===== config.mk =====
export PLATFORM = sky130hd
export DESIGN_NAME = phy_strap_cfg
export DESIGN_NICKNAME = d
export VERILOG_FILES = /design/src/rtl/phy_strap_pkg.sv /design/src/rtl/strap_sync.sv /design/src/rtl/strap_capture.sv /design/src/rtl/mode_resolve.sv /design/src/rtl/iso_mask.sv /design/src/rtl/phy_strap_cfg.sv
export SDC_FILE = /design/constraint.sdc
export NUM_CORES = 1
export LEC_CHECK = 0
export CORE_ASPECT_RATIO = 0.8
export CORE_MARGIN = 3
export CORE_UTILIZATION = 37
export CTS_CLUSTER_DIAMETER = 120
export DETAILED_ROUTE_END_ITERATION = 12
export PLACE_DENSITY = 0.73
export SLEW_MARGIN = 25
export SYNTH_ARGS = -nofsm -noshare
export SYNTH_HDL_FRONTEND = slang
export SYNTH_SLANG_ARGS = --single-unit

===== constraint.sdc =====
create_clock -name clk -period 1.15 [get_ports clk]
set_input_delay 0.23 -clock clk [delete_from_list [all_inputs] [get_ports clk]]
set_output_delay 0.23 -clock clk [all_outputs]
set_load 0.02 [all_outputs]

===== src/rtl/phy_strap_pkg.sv =====
package phy_strap_pkg;

  // Level of a strap at which the register bit takes over, and value forced otherwise
  localparam logic ISO_REG_LVL  = 1'b0;
  localparam logic ISO_FORCED   = 1'b1;
  localparam logic LB_REG_LVL   = 1'b1;
  localparam logic LB_FORCED    = 1'b1;
  localparam logic PASS_REG_LVL = 1'b1;
  localparam logic PASS_FORCED  = 1'b1;
  localparam logic FIB_REG_LVL  = 1'b1;
  localparam logic FIB_FORCED   = 1'b0;

  // Select between register bit and forced value according to strap level
  function automatic logic pin_or_reg(input logic pin, input logic reg_lvl,
                                      input logic reg_bit, input logic forced);
    return (pin == reg_lvl) ? reg_bit : forced;
  endfunction

  // Duplex source when negotiation is not running
  function automatic logic manual_duplex(input logic an_pin, input logic pin_dup,
                                         input logic reg_dup);
    return an_pin ? reg_dup : pin_dup;
  endfunction

  // Power-down: fiber path with 10 Mb/s requested
  function automatic logic want_power_down(input logic fib, input logic spd100);
    return fib & ~spd100;
  endfunction

endpackage


===== src/rtl/strap_sync.sv =====
module strap_sync #(
  parameter int W      = 4,
  parameter int STAGES = 2
) (
  input  logic         clk,
  input  logic         rst_n,
  input  logic [W-1:0] d,
  output logic [W-1:0] q
);
  logic [W-1:0] stg [STAGES];

  always_ff @(posedge clk or negedge rst_n) begin
    if (!rst_n) begin
      stg[0] <= '0;
    end else begin
      stg[0] <= d;
    end
  end

  for (genvar g = 1; g < STAGES; g++) begin : g_stage
    always_ff @(posedge clk or negedge rst_n) begin
      if (!rst_n) stg[g] <= '0;
      else        stg[g] <= stg[g-1];
    end
  end

  assign q = stg[STAGES-1];
endmodule


===== src/rtl/strap_capture.sv =====
module strap_capture #(
  parameter int SEL_W  = 3,
  localparam int ADDR_W = SEL_W + 2
) (
  input  logic              clk,
  input  logic              rst_n,
  input  logic              s_mrst,
  input  logic              s_an_en,
  input  logic [SEL_W-1:0]  s_sel,
  input  logic              s_link,
  input  logic              s_col,
  input  logic              s_speed,
  input  logic              s_duplex,
  output logic [ADDR_W-1:0] phy_addr,
  output logic              adv_speed100,
  output logic              adv_full,
  output logic              mrst_rise,
  output logic              an_rise,
  output logic              adv_load
);
  logic mrst_prev, an_prev;

  always_ff @(posedge clk or negedge rst_n) begin
    if (!rst_n) begin
      mrst_prev <= 1'b0;
      an_prev   <= 1'b0;
    end else begin
      mrst_prev <= s_mrst;
      an_prev   <= s_an_en;
    end
  end

  assign mrst_rise = s_mrst & ~mrst_prev;
  assign an_rise   = s_an_en & ~an_prev;
  assign adv_load  = an_rise | (mrst_rise & s_an_en);

  always_ff @(posedge clk or negedge rst_n) begin
    if (!rst_n) begin
      phy_addr <= '0;
    end else if (mrst_rise) begin
      phy_addr <= {s_col, s_link, s_sel};
    end
  end

  always_ff @(posedge clk or negedge rst_n) begin
    if (!rst_n) begin
      adv_speed100 <= 1'b0;
      adv_full     <= 1'b0;
    end else if (adv_load) begin
      adv_speed100 <= s_speed;
      adv_full     <= s_duplex;
    end
  end
endmodule


===== src/rtl/mode_resolve.sv =====
module mode_resolve
  import phy_strap_pkg::*;
(
  input  logic clk,
  input  logic rst_n,
  input  logic s_an_en,
  input  logic s_speed,
  input  logic s_duplex,
  input  logic s_fiber,
  input  logic s_iso,
  input  logic s_lb_n,
  input  logic s_pass_n,
  input  logic reg_an_en,
  input  logic reg_duplex,
  input  logic reg_isolate,
  input  logic reg_loopback,
  input  logic reg_fiber,
  input  logic reg_pass,
  input  logic an_done,
  input  logic an_res_speed100,
  input  logic an_res_full,
  output logic an_active,
  output logic an_load,
  output logic speed100,
  output logic full_duplex,
  output logic duplex_drive_low,
  output logic fiber_mode,
  output logic power_down,
  output logic isolate,
  output logic loopback,
  output logic pass_through
);
  logic an_spd_q, an_full_q, an_have;

  assign fiber_mode   = pin_or_reg(s_fiber,  FIB_REG_LVL,  reg_fiber,    FIB_FORCED);
  assign isolate      = pin_or_reg(s_iso,    ISO_REG_LVL,  reg_isolate,  ISO_FORCED);
  assign loopback     = pin_or_reg(s_lb_n,   LB_REG_LVL,   reg_loopback, LB_FORCED);
  assign pass_through = pin_or_reg(s_pass_n, PASS_REG_LVL, reg_pass,     PASS_FORCED);
  assign power_down   = want_power_down(fiber_mode, s_speed);

  assign an_active = s_an_en & reg_an_en & ~fiber_mode;
  assign an_load   = an_active & an_done;

  always_ff @(posedge clk or negedge rst_n) begin
    if (!rst_n) begin
      an_spd_q  <= 1'b0;
      an_full_q <= 1'b0;
      an_have   <= 1'b0;
    end else if (!an_active) begin
      an_spd_q  <= 1'b0;
      an_full_q <= 1'b0;
      an_have   <= 1'b0;
    end else if (an_load) begin
      an_spd_q  <= an_res_speed100;
      an_full_q <= an_res_full;
      an_have   <= 1'b1;
    end
  end

  always_comb begin
    if (an_active) begin
      speed100    = an_spd_q;
      full_duplex = an_full_q;
    end else begin
      speed100    = s_speed;
      full_duplex = manual_duplex(s_an_en, s_duplex, reg_duplex);
    end
  end

  assign duplex_drive_low = an_active & an_have & ~an_full_q;
endmodule


===== src/rtl/iso_mask.sv =====
module iso_mask #(
  parameter int DATA_W = 4
) (
  input  logic              rst_n,
  input  logic              isolate,
  input  logic              repeater,
  input  logic              mii_txen,
  output logic              oe_txclk,
  output logic              oe_rxclk,
  output logic [DATA_W-1:0] oe_rxd,
  output logic              oe_rxdv,
  output logic              oe_rxer,
  output logic              oe_crs,
  output logic              oe_col,
  output logic              txen_gated
);
  logic rx_off, side_off;

  // Receive-side outputs always float when isolated; the rest only outside repeater mode
  assign rx_off   = rst_n & isolate;
  assign side_off = rst_n & isolate & ~repeater;

  assign oe_rxclk = ~rx_off;
  assign oe_rxdv  = ~rx_off;
  assign oe_rxer  = ~rx_off;
  for (genvar g = 0; g < DATA_W; g++) begin : g_rxd
    assign oe_rxd[g] = ~rx_off;
  end

  assign oe_txclk   = ~side_off;
  assign oe_crs     = ~side_off;
  assign oe_col     = ~side_off;
  assign txen_gated = mii_txen & ~side_off;
endmodule


===== src/rtl/phy_strap_cfg.sv =====
module phy_strap_cfg #(
  parameter int SEL_W       = 3,
  parameter int DATA_W      = 4,
  parameter int SYNC_STAGES = 2
) (
  input  logic              clk,
  input  logic              rst_n,
  input  logic              pin_mgmt_rst,
  input  logic [SEL_W-1:0]  pin_sel,
  input  logic              pin_link,
  input  logic              pin_col,
  input  logic              pin_an_en,
  input  logic              pin_speed,
  input  logic              pin_duplex,
  input  logic              pin_fiber,
  input  logic              pin_isolate,
  input  logic              pin_loopback_n,
  input  logic              pin_pass_n,
  input  logic              pin_repeater,
  input  logic              reg_an_en,
  input  logic              reg_duplex,
  input  logic              reg_isolate,
  input  logic              reg_loopback,
  input  logic              reg_fiber,
  input  logic              reg_pass,
  input  logic              an_done,
  input  logic              an_res_speed100,
  input  logic              an_res_full,
  input  logic              mii_txen,
  output logic [SEL_W+1:0]  phy_addr,
  output logic              adv_speed100,
  output logic              adv_full,
  output logic              an_active,
  output logic              speed100,
  output logic              full_duplex,
  output logic              duplex_drive_low,
  output logic              fiber_mode,
  output logic              power_down,
  output logic              isolate,
  output logic              loopback,
  output logic              pass_through,
  output logic              txen_gated,
  output logic              oe_txclk,
  output logic              oe_rxclk,
  output logic [DATA_W-1:0] oe_rxd,
  output logic              oe_rxdv,
  output logic              oe_rxer,
  output logic              oe_crs,
  output logic              oe_col
);
  localparam int NPIN    = SEL_W + 11;
  localparam int IX_LINK = SEL_W;
  localparam int IX_COL  = SEL_W + 1;
  localparam int IX_AN   = SEL_W + 2;
  localparam int IX_SPD  = SEL_W + 3;
  localparam int IX_DUP  = SEL_W + 4;
  localparam int IX_FIB  = SEL_W + 5;
  localparam int IX_ISO  = SEL_W + 6;
  localparam int IX_LB   = SEL_W + 7;
  localparam int IX_PASS = SEL_W + 8;
  localparam int IX_REP  = SEL_W + 9;
  localparam int IX_MRST = SEL_W + 10;

  logic [NPIN-1:0] pin_vec, s_vec;
  logic s_rep, mrst_rise, an_rise, adv_load, an_load;

  assign pin_vec = {pin_mgmt_rst, pin_repeater, pin_pass_n, pin_loopback_n,
                    pin_isolate, pin_fiber, pin_duplex, pin_speed, pin_an_en,
                    pin_col, pin_link, pin_sel};

  strap_sync #(.W(NPIN), .STAGES(SYNC_STAGES)) u_sync (
    .clk(clk), .rst_n(rst_n), .d(pin_vec), .q(s_vec)
  );

  assign s_rep = s_vec[IX_REP];

  strap_capture #(.SEL_W(SEL_W)) u_cap (
    .clk(clk), .rst_n(rst_n),
    .s_mrst(s_vec[IX_MRST]), .s_an_en(s_vec[IX_AN]),
    .s_sel(s_vec[SEL_W-1:0]), .s_link(s_vec[IX_LINK]), .s_col(s_vec[IX_COL]),
    .s_speed(s_vec[IX_SPD]), .s_duplex(s_vec[IX_DUP]),
    .phy_addr(phy_addr), .adv_speed100(adv_speed100), .adv_full(adv_full),
    .mrst_rise(mrst_rise), .an_rise(an_rise), .adv_load(adv_load)
  );

  mode_resolve u_mode (
    .clk(clk), .rst_n(rst_n),
    .s_an_en(s_vec[IX_AN]), .s_speed(s_vec[IX_SPD]), .s_duplex(s_vec[IX_DUP]),
    .s_fiber(s_vec[IX_FIB]), .s_iso(s_vec[IX_ISO]), .s_lb_n(s_vec[IX_LB]),
    .s_pass_n(s_vec[IX_PASS]),
    .reg_an_en(reg_an_en), .reg_duplex(reg_duplex), .reg_isolate(reg_isolate),
    .reg_loopback(reg_loopback), .reg_fiber(reg_fiber), .reg_pass(reg_pass),
    .an_done(an_done), .an_res_speed100(an_res_speed100), .an_res_full(an_res_full),
    .an_active(an_active), .an_load(an_load), .speed100(speed100),
    .full_duplex(full_duplex), .duplex_drive_low(duplex_drive_low),
    .fiber_mode(fiber_mode), .power_down(power_down), .isolate(isolate),
    .loopback(loopback), .pass_through(pass_through)
  );

  iso_mask #(.DATA_W(DATA_W)) u_iso (
    .rst_n(rst_n), .isolate(isolate), .repeater(s_rep), .mii_txen(mii_txen),
    .oe_txclk(oe_txclk), .oe_rxclk(oe_rxclk), .oe_rxd(oe_rxd),
    .oe_rxdv(oe_rxdv), .oe_rxer(oe_rxer), .oe_crs(oe_crs), .oe_col(oe_col),
    .txen_gated(txen_gated)
  );
endmodule


Yosys cells after proc, flatten, opt, wreduce, memory -nomap -nowiden

Cells that the tools add are included.

Flip-flop bits (word level): 40
Latch bits: 0
Memory bits (writable): 0
Memory bits (read-only): 0
Input bits: 26
Output and inout bits: 27
Word-level logic and storage cells: 45
Memories kept: 0

Add/subtract/negate cells: 0
$mul: 0
Div/mod/pow operators: 0
Order comparisons: 0
Equality and inequality tests: 1
Shifts and indexed selects: 0
Multiplexer cells: 13
Bitwise operators: 21
Reductions and logical operators: 0

Operators by type and width:

| operator                                      | number |
|---|---|
| 2-to-1 mux 1 bit                              | 13 |
| AND 1 bit                                     | 12 |
| inverter 1 bit                                | 8 |
| inequality test 2 bit (second input constant) | 1 |
| bitwise OR 1 bit                              | 1 |

Logic depth before layout (Yosys ltp)

Gate-level depths: netlist of the first run.

Word-level depth: 6
Gate-level depth with buffers: 4

By module

Synthesis of the first run repeated with hierarchy kept, for this count alone.

Cell total of the unflattened synthesis: 97
Area total of the unflattened synthesis: 1473.9 um^2

By module, submodules not included:

| module        | times used | cells each | area each (um^2) | seq. area each (um^2) |
|---|---|---|---|---|
| strap_sync    | 1          | 42         | 805.8            | 700.7 |
| strap_capture | 1          | 21         | 361.6            | 225.2 |
| mode_resolve  | 1          | 23         | 216.5            | 75.1 |
| iso_mask      | 1          | 11         | 90.1             | 0.0 |

Worst setup path before layout of the first run

Ideal clock, no wire load.

Path kind: reg2out
From: reg u_sync.stg, in the netlist u_sync.q[9]
To: out txen_gated
Data arrival time: 1473 ps
Slack: -553 ps
Cell stages (with the launch flop): 4
Path through: dfrtp_1 > o21ai_1 > or2_2 > and2_1

Cells in the longest elaborated chain, start to end: 5

RTL lines:

| item                              | line                | RTL |
|---|---|---|
| from (decl)                       | strap_sync.sv:10    | `logic [W-1:0] stg [STAGES];` |
| from (signal, indexed assignment) | strap_sync.sv:23    | `else stg[g] <= stg[g-1];` |
| 2-to-1 mux 1 bit                  | phy_strap_pkg.sv:16 | `return (pin == reg_lvl) ? reg_bit : forced;` |
| AND 1 bit (2 in series)           | iso_mask.sv:21      | `assign side_off = rst_n & isolate & ~repeater;` |
| inverter 1 bit                    | n/a                 |  |
| named net oe_col                  | phy_strap_cfg.sv:49 | `output logic oe_col` |
| AND 1 bit                         | iso_mask.sv:33      | `assign txen_gated = mii_txen & ~side_off;` |
| to (decl)                         | phy_strap_cfg.sv:42 | `output logic txen_gated,` |

The timed path passes the listed nets, and every way through them passes these cells.

Worst setup path in the final report of the first run

From: reg u_sync.stg, in the netlist u_sync.q[5]
To: out full_duplex

Cells in the longest elaborated chain, start to end: 3

RTL lines:

| item                    | line                | RTL |
|---|---|---|
| AND 1 bit (2 in series) | mode_resolve.sv:41  | `assign an_active = s_an_en & reg_an_en & ~fiber_mode;` |
| 2-to-1 mux 1 bit (*)    | mode_resolve.sv:61  | `if (an_active) begin` |
| to (decl)               | phy_strap_cfg.sv:35 | `output logic full_duplex,` |

Every way passes the cells marked *; elsewhere a longest branch is shown, timed or not.

==> results of run 1 <==
[cell usage after synthesis (all sizes together)]
master and count:
dfrtp 40, mux2 10, buf 9, nor2 5
inv 3, mux2i 2, nand2b 2, o21ai 2
or2 2, and2 1, nand2 1, nand3 1
nor2b 1, nor3b 1
[how the worst min path moves through the flow]
stage	endpoint	slack, ns	depth (start not counted)
after detailed placement	u_sync.q[7]$_DFF_PN0_	0.33	0
after CTS	u_sync.q[11]$_DFF_PN0_	0.06	2
final	u_sync.stg[25]$_DFF_PN0_	0.06	2
after floorplan	u_cap.adv_full$_DFFE_PN0P_	-0.07	0
after global placement	u_sync.q[8]$_DFF_PN0_	0.33	0
after global routing	u_sync.stg[26]$_DFF_PN0_	0.1	2
[state kept, by name, indices dropped and copies added (netlist names)]
register            count
u_sync.q               14
u_cap.adv_speed100      1
u_sync.stg             14
u_cap.adv_full          1
u_cap.an_prev           1
u_mode.an_have          1
u_cap.mrst_prev         1
u_cap.phy_addr          5
u_mode.an_full_q        1
u_mode.an_spd_q         1
[cell families after synthesis]
group,count (synthesis),synth area share (%)
AOI/OAI and AO/OA,2,1.05
buffers and inverters,12,6.28
muxes,12,10.1
DFF,40,76.1
and+or+nand+nor,14,6.47
[report_power, final]
part / internal [µW] / switching (µW)
logic: 274 / 231
clock network: 487 / 444
registers: 1500 / 41.6
total: 2260 / 716
[layer usage]
layer | share of wire (%) | routed length, µm | vias to the layer above
met5 | 0 | 0 | -
met2 | 57 | 1350 | 16
met4 | 0.80 | 19 | 0
met1 | 39 | 923 | 376
met3 | 3.6 | 86 | 2
li1 | - | - | 362
[worst register-to-register path, cell delays in order, from the launching register on]
cell,delay (ns)
sky130_fd_sc_hd__dfrtp_1,0.40
sky130_fd_sc_hd__nor2b_4,0.24
sky130_fd_sc_hd__o21ai_4,0.10
sky130_fd_sc_hd__mux2_4,0.30
[metrics by stage]
| stage | setup TNS (ns) | std cells |
|---|---|---|
| final | -4.54 | 178 |
| after CTS | -4.54 | 176 |
| after detailed placement | -13.99 | 167 |
| after global placement | -13.48 | 167 |
| after global routing | -5.60 | 178 |
| after floorplan | -0.484 | 80 |
[repair_timing]
item / 4_1_cts / 5_1_grt
setup buffers: 2 / 3
endpoints found under the setup margin: 28 / 22
pin swaps: 4 / 4
hold endpoints to repair: 0 / 0
resized for setup: 154 / 16
[cell type report]
type	count	area (µm²)	share of cell area [%]
repair buffers	59	592	28.6
clock inverters	1	7.51	0.363
clock buffers	7	86.3	4.17
inverters	3	11.3	0.544
well taps	40	50.0	2.42
multi-input cells	28	320	15.5
flip-flops and latches	40	1000	48.4
==> results.md, run 1 <==
- STA puts the critical path data arrival time at 1.42 ns.
- For this design the static power due to leakage is 0.000974 µW.
- The H-tree was split into 2 levels.
- For met3 alone, demand over resource in global routing was 5.08%.
- The post-detailed-route wirelength per cell is 13.4 µm.
- The number of antenna violations at the first check in global routing is 0.
- The maximum number of buffers from clock root to sink is 2.
- The total inserted antenna cells is 0.
- On the final layout, the worst hold slack is 0.0567 ns.
- The pin count of the biggest net entering global routing is 41.
- By area the synthesized netlist is led by sky130_fd_sc_hd__dfrtp_1 76%, sky130_fd_sc_hd__mux2_2 6.0%, sky130_fd_sc_hd__buf_4 4.6%.
- The critical path goes through mux2_4, mux2_4, buf_6.
- The peak per-stage delay on the critical path is 0.44 ns.
- In this run the clock root is driven by a sky130_fd_sc_hd__clkbuf_8.
- The slowest cell on the critical path is sky130_fd_sc_hd__dfrtp_2.
- The critical path required time is 0.92 ns.
- The worst path setup slack after routing is -0.499 ns.
- The placed standard-cell area is 0.00189 mm².
- The number of stages on the worst setup path is 3.
- Dividing total power by cell area gives a power density of 1440 mW/mm².
- The timing startpoint of the critical path is u_sync.q[5]$_DFF_PN0_.
- At the later pin of the worst-skew pair, clock insertion delay measures 0.29 ns.
- Summing internal, switching and leakage power gives 2980 µW.
- The worst ir drop on vdd is 0.848 mV.
- The final worst clock skew is 0.00317 ns.
- The first global-routing pass estimated 4.01 mm of wire.
- The detailed router finished its first iteration with 19 violations.
- The worst setup path is of the flop to output port kind.
- The max-slew violation total from the final report is 0.
- Measured along the x axis, the die boundary spans 72.7 µm.
- The number of standard-cell rows in the floorplan is 18.
- OpenSTA, run right after detailed placement, puts the worst setup slack at -0.847 ns.
- Global routing used 16.0% of the available met1 tracks.
- The average footprint of a synthesized cell is 16.4 µm².
- Subtracting the final worst setup slack from the clock period gives 1.65 ns.
- The flow ran to the end, but the final reports show violations.
- The worst register-to-register path begins at u_cap.mrst_prev$_DFF_PN0_.
- The number of flip-flops and latches in the synthesized netlist is 40.
- Counting both buffers and inverters, the worst setup path holds a total of 1.
- The checks that failed: setup timing.
- TritonCTS created 5 clock buffers.
- The number of cells on the worst reg-to-reg path is 3.
- The CTS tree is yes.
- Timing would allow up to 0.606 GHz.
- The effective utilization at floorplan is 40.5%.
- The via count of the first global-routing pass is 811.
- The netlist area before placement is 0.00132 mm².
- The DRC violation count after routing is 0.
- The endpoint of the lowest-slack register-to-register path is u_cap.adv_speed100$_DFFE_PN0P_.
- The number of nets produced by synthesis is 106.
- The number of hold-slack violations in the final timing report came to 0.
- The cell count after synthesis came out at 80.
- Along the worst path, the maximum fanout reaches 3.
- The most common cell after layout, fill and taps aside is sky130_fd_sc_hd__dfrtp_1.
- The yosys synthesis warning count is 0.
- Setup violations remaining at the end of the flow were counted as 19.
- The via count normalized by instance count is 4.25.
- The slew at the pin closest to its max-slew limit is 0.473 ns.
- The max-slew headroom at the worst pin is 68.5%.
- The top cell types in the final layout, fill and taps aside, are 39 x sky130_fd_sc_hd__dfrtp_1, 20 x sky130_fd_sc_hd__clkdlybuf4s50_1, 20 x sky130_fd_sc_hd__buf_6.
- The family with the most delay on the worst path is multiplexers.
- The number of search-and-repair iterations in the first detailed-routing pass is 2.
- Setup repair after global routing could not meet its margin everywhere.
- Across the run, the number of max-cap violations was 0.
- Clock-pin slew was measured on the worst setup and hold paths at 0.07 ns.
- The fraction of post-synthesis cell area in the top cell type by area is 76.1%.
- The combined global-route utilization of all metal layers is 12.8%.
- The period utilization is 143%.
- The congestion estimate from routability-driven global placement came to 0.699.
- The sequential-to-total area share from yosys stat is 76.1%.
- The class of the most critical hold timing path is primary input to async pin.
- The nature of the critical path startpoint is a flop.
- The remaining global-route overflow is 0.
- The hold buffer count at cts is 0.
- Fill cells in the final layout number 247.
- In this run the remaining antenna-violating nets after routing total 0.
- The routing layer with the top usage in global route is met2.
- In this run the vertical extent of the chip is 59.3 µm.
- The number of different library cells used by synthesis comes to 17.
- The worst reg-to-reg setup slack is 0 ns.
- The termination of the worst setup path is full_duplex.
- The via count is 756.
- Buffers placed on the I/O ports in this run total 52.
- Relative to the synthesized area, the layout overhead comes to 57.4%.
- Detailed placement finished with a half-perimeter wire length of 1.74 mm.
- The cell with the most instances on the worst path is sky130_fd_sc_hd__mux2_4.
- The finished layout cell area is 0.00207 mm².
- The die covers 0.00431 mm².
- The number of sinks on the clock net is 40.
- The post-route core utilization is 63.8%.
- Cells with a size suffix above 1 make up 48.6% of the layout.
- The core region is 0.00324 mm².
- The fraction of met2 tracks used by global routing is 20.2%.
- After the last flow step, the layout net total stands at 163.
- The sum of routed wire length over all layers is 2.38 mm.
- The total I/O pin count is 53.
- The worst setup path is captured at an output port.
- The library cell with the largest summed area after synthesis is sky130_fd_sc_hd__dfrtp_1.
No activity file was read; power rests on OpenSTA's default activity.
==> run 2, diff against run 1 <==
- GPL_TIMING_DRIVEN: unset -> 0
==> results.md, run 2 (synthesized netlist as in run 1, its figures left out) <==
- The flow ran to the end, but the final reports show violations.
- The combined global-route utilization of all metal layers is 13.2%.
- Setup repair after global routing could not meet its margin everywhere.
- The max-slew violation total from the final report is 0.
- The floorplan step defined a core boundary enclosing 0.00324 mm².
- The worst ir drop on vdd is 0.832 mV.
- The period utilization is 143%.
- Leaving out fill and tap cells, the most frequent cells in the layout are 39 x sky130_fd_sc_hd__dfrtp_1, 34 x sky130_fd_sc_hd__buf_6, 20 x sky130_fd_sc_hd__clkdlybuf4s50_1.
- In the final routed layout, each cell accounts on average for 13.8 µm.
- The most common cell after layout, fill and taps aside is sky130_fd_sc_hd__dfrtp_1.
- The detailed router placed 812 vias in this run.
- The finished layout cell area is 0.00221 mm².
- The height of the chip is 59.3 µm.
- The number of nets in the finished design is 175.
- For the finished layout, the period the worst path requires is 1.65 ns.
- The later-pin clock latency in the skew report is 0.28 ns.
- The maximum fanout count along the critical path is 3.
- Counting the buffers created by CTS gives 5.
- The remaining global-route overflow is 0.
- The number of search-and-repair iterations in the first detailed-routing pass is 3.
- The count of max-cap constraint violations is 0.
- The maximum number of buffers from clock root to sink is 2.
- The placed standard-cell area is 0.00196 mm².
- The number of standard-cell rows in the floorplan is 18.
- For this design, the sink count on the clock tree is 40.
- The aggregate negative setup slack is -5.27 ns.
- The worst reg-to-reg setup slack is -0.03 ns.
- The worst path setup slack after routing is -0.498 ns.
- The count of cells along the worst register-to-register path is 3.
- On the final layout, the worst clock skew is 0.00460 ns.
- The number of filler cells placed in the layout is 220.
- The DRC violation count after routing is 0.
- The fmax is 0.607 GHz.
- For this block, the initial DRC count from the detailed router was 20.
- The max-slew headroom at the worst pin is 50.9%.
- At the end of routability-driven placement, the weighted congestion stood at 0.713.
- The count of nets left with antenna violations once routing finished came out at 0.
- The number of hold-slack violations in the final timing report was 0.
- The checks that failed: setup timing.
- TritonCTS built the clock tree.
- The number of I/O port buffers is 52.
- The critical path required time is 0.92 ns.
- Total power for the finished layout comes to 2960 µW.
- The maximum level of the CTS H-tree is 2.
- The nature of the critical path startpoint is a flop.
- The pin count of the biggest net entering global routing is 19.
- The via count of the first global-routing pass came to 885.
- The die covers 0.00431 mm².
- The sum of routed wire length over all layers is 2.61 mm.
- The total I/O pin count is 53.
- The final count of negative-setup-slack endpoints is 21.
- For this run, global-route usage on met2 was measured as 22.9%.
- The type of element capturing the critical path is an output port.
- The post-route core utilization is 68.0%.
- The routing layer with the top usage in global route is met2.
- In the routed layout, each cell is associated on average with a via count of 4.30.
- 0 antenna diodes ended up in the layout.
- The power density normalized to cell area is 1340 mW/mm².
- At the pin with the least slew margin, the transition time is 0.736 ns.
- In this run the clock root is driven by a sky130_fd_sc_hd__clkbuf_8.
- The clock transition time at the flip-flop clock pins of the worst setup and hold paths is 0.07 ns.
- The first global-routing pass estimated 4.23 mm of wire.
- The met1 track demand over resource is 16.3%.
- The post-synthesis to final-layout area growth is 67.7%.
- In this run the worst hold path is classified as primary input to async pin.
- The effective utilization at floorplan is 40.5%.
- Global routing used 3.05% of the available met3 tracks.
- The critical setup path kind is flop to output port.
- The arrival time at the worst endpoint is 1.42 ns.
- The number of antenna violations at the first check in global routing is 0.
- The static leakage is 0.00107 µW.
- The half-perimeter wire length after placement is 1.75 mm.
- The width of the die is 72.7 µm.
- The fraction of final layout cells sized beyond drive strength 1 is 51.0%.
## run 2: metal layers
layer / up-vias / wire length (µm)
met5: - / 0
met4: 0 / 22
met3: 2 / 67
met2: 14 / 1450
met1: 412 / 1070
li1: 384 / -
## run 2: worst max-delay path, cell delays in order (launching register included)
cell and delay [ns]:
sky130_fd_sc_hd__dfrtp_2 0.45, sky130_fd_sc_hd__mux2_4 0.30, sky130_fd_sc_hd__mux2_4 0.26, sky130_fd_sc_hd__buf_6 0.13
## run 2: report_power, final
group          total (µW)  leakage, µW  switching, µW  internal (µW)
Combinational         570     0.000554            242            328
Sequential           1540     0.000472           43.6           1500
Clock                 847    0.0000400            437            410
Total                2960      0.00107            723           2240
## run 2: layout make-up
type                       count  area [µm²]  share of cell area, %
buffer                         6        67.6                   3.06
clock buffer                   5        68.8                   3.12
clock inverter                 2        12.5                  0.567
inverter                       3        11.3                  0.510
multi-input combinational     28         327                   14.8
sequential                    40        1000                   45.4
tap                           40        50.0                   2.27
timing repair buffer          65         667                   30.2
## run 2: worst paths after layout
kind | from | endpoint
max | u_sync.q[5]$_DFF_PN0_ | full_duplex
min | rst_n | u_cap.phy_addr[0]$_DFFE_PN0P_
min reg2reg | u_sync.stg[27]$_DFF_PN0_ | u_sync.q[13]$_DFF_PN0_
min in group clk | u_sync.stg[27]$_DFF_PN0_ | u_sync.q[13]$_DFF_PN0_
max reg2reg | u_cap.mrst_prev$_DFF_PN0_ | u_cap.adv_full$_DFFE_PN0P_
max in group asynchronous | rst_n | u_cap.phy_addr[3]$_DFFE_PN0P_
## run 2: repair_timing
action,in CTS,in global routing
buffers inserted,6,4
pin swaps,6,3
hold buffers,3,0
gates resized for setup,158,25
hold endpoints to repair,24,0
gates cloned,0,0
endpoints found under the setup margin,29,60
## run 2: through the flow
stage | cells | hold slack [ns] | setup WS (ns)
final | 189 | 0.180 | -0.498
after global routing | 189 | 0.244 | -0.528
after CTS | 188 | 0.351 | -0.502
after detailed placement | 173 | 0.195 | -0.988
after global placement | 172 | 0.331 | -2.25
after floorplan | 80 | -0.0656 | -0.141
